$ cat src/rtl/refsel_pkg.sv
package refsel_pkg;

  // Edge count in band: exp - tol <= cnt <= exp + tol, computed without wrap.
  function automatic logic count_in_band(input int unsigned cnt,
                                         input int unsigned expc,
                                         input int unsigned tol);
    longint unsigned c, e, t;
    c = longint'(cnt);
    e = longint'(expc);
    t = longint'(tol);
    return (c + t >= e) && (c <= e + t);
  endfunction

  // Candidate beats current best when enabled and strictly better (smaller).
  function automatic logic prio_better(input int unsigned cand,
                                       input int unsigned best,
                                       input logic have_best);
    return (cand != 0) && (!have_best || cand < best);
  endfunction

endpackage

$ cat src/rtl/refsel_monitor.sv
module refsel_monitor #(
  parameter int CNT_W = 16,
  parameter int CLR_W = 4
) (
  input  logic             clk,
  input  logic             rst_n,
  input  logic             ref_in,
  input  logic             ext_los,
  input  logic [CNT_W-1:0] los_limit,
  input  logic [CLR_W-1:0] clear_windows,
  input  logic [CNT_W-1:0] gate_len,
  input  logic [CNT_W-1:0] exp_count,
  input  logic [CNT_W-1:0] tolerance,
  output logic             los,
  output logic             freq_bad,
  output logic             qualified
);
  import refsel_pkg::*;

  logic [2:0]       sync_q;
  logic [CNT_W-1:0] gap_cnt;
  logic [CNT_W-1:0] win_cnt;
  logic [CNT_W-1:0] edge_cnt;
  logic [CLR_W-1:0] clean_cnt;
  logic             dirty;

  // named internal events
  logic             edge_seen;
  logic             gap_timeout;
  logic             win_end;
  logic             window_clean;
  logic [CNT_W-1:0] window_total;
  logic             enough_clean;

  assign edge_seen    = sync_q[1] & ~sync_q[2];
  assign gap_timeout  = (gap_cnt >= los_limit) && !edge_seen;
  assign win_end      = ({1'b0, win_cnt} + 1'b1) >= {1'b0, gate_len};
  assign window_total = edge_cnt + CNT_W'(edge_seen);
  assign window_clean = win_end && !dirty && !gap_timeout;
  assign enough_clean = ({1'b0, clean_cnt} + 1'b1) >= {1'b0, clear_windows};

  always_ff @(posedge clk) begin
    if (!rst_n) sync_q <= '0;
    else        sync_q <= {sync_q[1:0], ref_in};
  end

  always_ff @(posedge clk) begin
    if (!rst_n)                  gap_cnt <= '0;
    else if (edge_seen)          gap_cnt <= '0;
    else if (gap_cnt < los_limit) gap_cnt <= gap_cnt + 1'b1;
  end

  always_ff @(posedge clk) begin
    if (!rst_n) begin
      win_cnt  <= '0;
      edge_cnt <= '0;
      dirty    <= 1'b0;
    end else if (win_end) begin
      win_cnt  <= '0;
      edge_cnt <= '0;
      dirty    <= 1'b0;
    end else begin
      win_cnt  <= win_cnt + 1'b1;
      edge_cnt <= window_total;
      if (gap_timeout) dirty <= 1'b1;
    end
  end

  always_ff @(posedge clk) begin
    if (!rst_n) begin
      los       <= 1'b1;
      clean_cnt <= '0;
    end else if (gap_timeout) begin
      los       <= 1'b1;
      clean_cnt <= '0;
    end else if (los && window_clean) begin
      if (enough_clean) begin
        los       <= 1'b0;
        clean_cnt <= '0;
      end else begin
        clean_cnt <= clean_cnt + 1'b1;
      end
    end else if (los && win_end) begin
      clean_cnt <= '0;
    end
  end

  always_ff @(posedge clk) begin
    if (!rst_n)       freq_bad <= 1'b1;
    else if (win_end) freq_bad <= !count_in_band(32'(window_total), 32'(exp_count),
                                                 32'(tolerance));
  end

  assign qualified = !los && !freq_bad && !ext_los;

  p_gap_sets_los_r1: assert property (@(posedge clk) disable iff (!rst_n)
    gap_timeout |=> los);
  p_los_clears_on_window_r2: assert property (@(posedge clk) disable iff (!rst_n)
    $fell(los) |-> $past(window_clean));
  p_freq_holds_r3: assert property (@(posedge clk) disable iff (!rst_n)
    !win_end |=> $stable(freq_bad));
  p_qual_blocked_r4: assert property (@(posedge clk) disable iff (!rst_n)
    ext_los |-> !qualified);

endmodule

$ cat src/rtl/refsel_picker.sv
module refsel_picker #(
  parameter int N_REF  = 4,
  parameter int PRIO_W = 3,
  parameter int IDX_W  = $clog2(N_REF)
) (
  input  logic                         clk,
  input  logic                         rst_n,
  input  logic [N_REF-1:0]             qual,
  input  logic [N_REF-1:0][PRIO_W-1:0] prio,
  input  logic                         force_en,
  input  logic [IDX_W-1:0]             force_idx,
  output logic [IDX_W-1:0]             sel_idx,
  output logic                         sel_valid,
  output logic                         force_bad
);
  import refsel_pkg::*;

  logic              found;
  logic [IDX_W-1:0]  best_idx;
  logic [PRIO_W-1:0] best_p;
  logic              forced_ok;

  always_comb begin
    found    = 1'b0;
    best_idx = '0;
    best_p   = '1;
    for (int i = 0; i < N_REF; i++) begin
      if (qual[i] && prio_better(32'(prio[i]), 32'(best_p), found)) begin
        found    = 1'b1;
        best_idx = IDX_W'(i);
        best_p   = prio[i];
      end
    end
  end

  assign forced_ok = (32'(force_idx) < N_REF) && qual[force_idx];

  always_ff @(posedge clk) begin
    if (!rst_n) begin
      sel_idx   <= '0;
      sel_valid <= 1'b0;
      force_bad <= 1'b0;
    end else if (force_en) begin
      sel_idx   <= force_idx;
      sel_valid <= 1'b1;
      force_bad <= !forced_ok;
    end else begin
      force_bad <= 1'b0;
      sel_valid <= found;
      if (found) sel_idx <= best_idx;
    end
  end

  p_auto_pick_qualified_r5: assert property (@(posedge clk) disable iff (!rst_n)
    (sel_valid && !$past(force_en)) |-> |(($past(qual) >> sel_idx) & N_REF'(1)));
  p_force_follow_r6: assert property (@(posedge clk) disable iff (!rst_n)
    force_en |=> (sel_valid && sel_idx == $past(force_idx)));
  p_none_hold_r7: assert property (@(posedge clk) disable iff (!rst_n)
    (!force_en && !found) |=> (!sel_valid && $stable(sel_idx)));

endmodule

$ cat src/rtl/refsel_top.sv
module refsel_top #(
  parameter int N_REF  = 4,
  parameter int N_SEL  = 2,
  parameter int CNT_W  = 16,
  parameter int CLR_W  = 4,
  parameter int PRIO_W = 3,
  localparam int IDX_W = $clog2(N_REF)
) (
  input  logic                                    clk,
  input  logic                                    rst_n,
  input  logic [N_REF-1:0]                        ref_in,
  input  logic [N_REF-1:0]                        ext_los,
  input  logic [CNT_W-1:0]                        los_limit,
  input  logic [CLR_W-1:0]                        clear_windows,
  input  logic [CNT_W-1:0]                        gate_len,
  input  logic [CNT_W-1:0]                        exp_count,
  input  logic [CNT_W-1:0]                        tolerance,
  input  logic [N_SEL-1:0][N_REF-1:0][PRIO_W-1:0] prio,
  input  logic [N_SEL-1:0]                        force_en,
  input  logic [N_SEL-1:0][IDX_W-1:0]             force_idx,
  output logic [N_SEL-1:0][IDX_W-1:0]             sel_idx,
  output logic [N_SEL-1:0]                        sel_valid,
  output logic [N_SEL-1:0]                        force_bad,
  output logic [N_REF-1:0]                        ref_los,
  output logic [N_REF-1:0]                        ref_freq_bad,
  output logic [N_REF-1:0]                        ref_qual
);

  for (genvar r = 0; r < N_REF; r++) begin : g_mon
    refsel_monitor #(.CNT_W(CNT_W), .CLR_W(CLR_W)) u_mon (
      .clk           (clk),
      .rst_n         (rst_n),
      .ref_in        (ref_in[r]),
      .ext_los       (ext_los[r]),
      .los_limit     (los_limit),
      .clear_windows (clear_windows),
      .gate_len      (gate_len),
      .exp_count     (exp_count),
      .tolerance     (tolerance),
      .los           (ref_los[r]),
      .freq_bad      (ref_freq_bad[r]),
      .qualified     (ref_qual[r])
    );
  end

  for (genvar s = 0; s < N_SEL; s++) begin : g_sel
    refsel_picker #(.N_REF(N_REF), .PRIO_W(PRIO_W), .IDX_W(IDX_W)) u_pick (
      .clk       (clk),
      .rst_n     (rst_n),
      .qual      (ref_qual),
      .prio      (prio[s]),
      .force_en  (force_en[s]),
      .force_idx (force_idx[s]),
      .sel_idx   (sel_idx[s]),
      .sel_valid (sel_valid[s]),
      .force_bad (force_bad[s])
    );
  end

endmodule

$ cat config.mk
export PLATFORM = sky130hd
export DESIGN_NAME = refsel_top
export DESIGN_NICKNAME = d
export VERILOG_FILES = /design/src/rtl/refsel_pkg.sv /design/src/rtl/refsel_monitor.sv /design/src/rtl/refsel_picker.sv /design/src/rtl/refsel_top.sv
export SDC_FILE = /design/constraint.sdc
export NUM_CORES = 1
export LEC_CHECK = 0
export BUFFER_PORTS_ARGS = -buffer_cell sky130_fd_sc_hd__buf_4
export CAP_MARGIN = 20
export CORE_ASPECT_RATIO = 0.75
export CORE_MARGIN = 2
export CORE_UTILIZATION = 63
export CTS_BUF_LIST = sky130_fd_sc_hd__clkbuf_4
export CTS_CLUSTER_DIAMETER = 100
export CTS_CLUSTER_SIZE = 30
export DETAILED_ROUTE_END_ITERATION = 16
export PLACE_DENSITY = 0.9
export SETUP_SLACK_MARGIN = 0.3
export SYNTH_ARGS = -nofsm -noshare
export SYNTH_HDL_FRONTEND = slang
export SYNTH_SLANG_ARGS = --single-unit
$ cat constraint.sdc
create_clock -name clk -period 6.61 [get_ports clk]
set_input_delay 0.661 -clock clk [delete_from_list [all_inputs] [get_ports clk]]
set_output_delay 0.661 -clock clk [all_outputs]
set_load 0.03 [all_outputs]
==> metrics <==
pwr dens=127.1 mW/mm^2; Total GRT Usage=0.3370; largest net degree at the start of global routing=97; io pins=128; Row Count=57; Final Cycle Share=0.7930; Yosys cell types=89; CP top delay family=simple AND/OR/NAND/NOR gates; final WL=58570 um; Power, Total=0.002803 W; netlist area before placement=0.02062 mm^2; CTS resizes=0; Max Cap Viol=0; setup violators final=0; Worst-Margin Slew=1.011 ns; CP Capture Type=flop; Peak Freq=0.1908 GHz; Fin. Hold Viols=0; via/cell ratio=6.457; area of the die=0.03422 mm^2; synthesized area per cell=8.401 um^2; Max clock buf depth=3; Post-Synthesis Cells=2455; DR vias=19330; Reg clk slew, reported paths=0.32 ns; Worst Hold End=g_mon[0].u_mon.sync_q[0]; Worst Setup SP=g_mon[2].u_mon.sync_q[2]; Inserted Clock Buffers=12; hold path cells=2; Critical R2R Capture=g_mon[2].u_mon.freq_bad; number of synthesized flops with an enable pin=0; M3 GR Usage=0.04986; initial core utilization=0.6384; final net count=3041; worst-case reg-to-reg path depth=23; Setup Crit Path Kind=reg -> reg; DP HPWL=47020 um; drt drc=0; Worst path slowest cell=dfxtp_1; Initial DRC Count=1638; worst skew pair latency=0.77 ns; status=completed; Die X=212.9 um; TritonCTS Sinks=240; die height=160.7 um; Buf/Inv on CP=1; data arrival time of the critical path=5.86 ns; root buffer cell=clkbuf_4; Crit Path Max Fanout=5; RSZ-0062 raised after global routing=no; CP startpoint kind=flop; #FFs+latches synth=240; Post-synth ARST share=0; worst slack, placed=1.629 ns; Synthesis Warnings=0; drt pass-1 iters=6; most numerous cell on the critical path=ha_1; initial antenna violation count=2; crit-path cells=nand2b_1 -> inv_1 -> ha_1 -> ha_1 -> nand3_1 -> nor2_1 -> and3_1 -> xor2_1 -> ha_1 -> and2_1 -> a31oi_1 -> o31ai_1 -> o211a_1 -> a41o_1 -> o21ai_0 -> nand2b_1 -> xor2_1 -> ha_1 -> nand4_1 -> nor4_1 -> a211oi_1 -> o21ai_0 -> a31oi_1; Slew Viols, Final=0; DR WL/cell=19.57 um; post-route clock skew=0.04117 ns; final setup TNS=0 ns; Antenna Nets Post-Route=0; slowest stage delay, CP=0.37 ns; relative slew slack=0.3191; core area=0.03231 mm^2; post-synthesis sequential area ratio=0.2330; port buffer count=127; maximum vdd drop=0.0001048 V; Main synth FF type=dfxtp_1; Final GP Congestion=1.023; HP Start=ref_in[0]; M2 GR Usage=0.5345; vias in the first global route=18770; first-pass GRT wire length=93620 um; M1 GR Usage=0.4668; number of setup buffers added after CTS=0; crit path time final=5.241 ns; hold_buf cts=0; H-tree depth=1; total grt overflow=0; critical path required time=7.23 ns; worst hold path class=in -> reg; CTS tree=yes; Syn Nets=2948; reg-to-reg setup timing slack=1.37 ns; Crit Reg-Reg Startpoint=g_mon[2].u_mon.sync_q[2]; proportion of layout cells with a drive suffix above 1=0.07258; leak pwr=10.77 nW; min setup slack post-route=1.369 ns; Most Used Layer, Global Route=met2; Area Growth Syn to Fin=6.916%
-- cells by family (layout without fill, tap and decap cells) --
group                    count (synthesis)  in the layout  share of synthesized area
adder cells (fa/ha/maj)                386            386                     0.2359
flip-flops                             240            240                     0.2330
AND/OR/NAND/NOR                        893            893                     0.2285
other                                    0              2                          0
XOR/XNOR                               211            211                    0.08960
multiplexers                            14             14                   0.007523
AO/OA/AOI/OAI                          529            529                     0.1693
buffers and inverters                  182            276                    0.03628
-- final cells by class --
| cell class | count | area, um^2 |
|---|---|---|
| timing repair buffer | 133 | 998.5 |
| inverter | 128 | 480.5 |
| multi-input combinational | 2033 | 15080 |
| clock inverter | 2 | 32.53 |
| antenna | 2 | 5.005 |
| clock buffer | 13 | 97.59 |
| sequential | 240 | 4805 |
| fill | 2573 | 10260 |
| tap | 442 | 553.0 |
-- cell usage in the layout, fill, tap and decap left out, types with 35 or more instances in the layout --
cell type / n
or3_1: 37
nand2b_1: 39
nand4_1: 63
xor2_1: 86
o21ai_0: 101
and3_1: 153
xnor2_1: 125
nor2_1: 202
inv_1: 125
buf_4: 133
nor2b_1: 42
nand2_1: 117
dfxtp_1: 240
nand3_1: 107
nor3_1: 37
ha_1: 380
a21oi_1: 149
a21o_1: 64
o31ai_1: 35
-- Yosys cell counts (all sizes together) (12+ instances only) --
cell type / n / area, um^2
a211oi: 24 / 185.2
a21o: 64 / 480.5
a21oi: 150 / 754.5
a31oi: 24 / 150.1
and2: 26 / 162.7
and3: 153 / 957.2
and4: 14 / 122.6
buf: 19 / 136.4
clkbuf: 35 / 131.4
dfxtp: 240 / 4805
ha: 380 / 4755
inv: 127 / 476.7
nand2: 118 / 445.4
nand2b: 39 / 244.0
nand3: 107 / 535.5
nand4: 64 / 406.6
nor2: 203 / 769.5
nor2b: 42 / 262.8
nor3: 38 / 195.2
o211ai: 21 / 157.7
o21a: 33 / 247.7
o21ai: 104 / 520.5
o31ai: 38 / 309.0
or2: 12 / 75.07
or3: 37 / 231.5
or4: 13 / 97.59
xnor2: 125 / 1095
xor2: 86 / 753.2
-- worst max-delay path by stage --
stage | end | slack [ns] | cells after the start
4_1_cts | g_mon[2].u_mon.freq_bad | 1.50 | 23
3_3_place_gp | g_mon[0].u_mon.freq_bad | 1.80 | 19
5_1_grt | g_mon[2].u_mon.freq_bad | 1.04 | 23
2_1_floorplan | g_mon[3].u_mon.freq_bad | 2.26 | 24
6_report | g_mon[2].u_mon.freq_bad | 1.37 | 23
3_5_place_dp | g_mon[2].u_mon.freq_bad | 1.63 | 23
-- state kept, by name, summed over array words and instances (netlist names) --
register	flops
g_sel.u_pick.sel_idx	4
g_mon.u_mon.edge_cnt	64
g_mon.u_mon.win_cnt	64
g_mon.u_mon.clean_cnt	16
g_sel.u_pick.force_bad	2
g_mon.u_mon.los	4
g_mon.u_mon.sync_q	12
g_mon.u_mon.dirty	4
g_mon.u_mon.freq_bad	4
g_mon.u_mon.gap_cnt	64
g_sel.u_pick.sel_valid	2
-- per-stage QoR --
step | instances | hold slack [ns] | util | instance area, um^2
floorplan | 2455 | 0.4119 | - | 20620
global placement | 2976 | 0.4208 | 0.6784 | 21920
detailed placement | 2976 | 0.4254 | 0.6784 | 21920
CTS | 2991 | 0.07062 | 0.6824 | 22050
global route | 2992 | 0.05465 | 0.6825 | 22050
finish | 2993 | 0.07353 | 0.6825 | 22050
-- power by group --
group / internal [W] / switching, W
combinational: 0.000276 / 0.000428
clock: 0.000105 / 0.000502
sequential: 0.00147 / 0.0000181
-- metal layers --
layer / routed length [um] / part of all wire
met1: 25220 / 0.43
met2: 25530 / 0.44
met3: 5804 / 0.099
met4: 2016 / 0.034
met5: 0 / 0
Note: power is estimated with default switching activity, not from simulation.
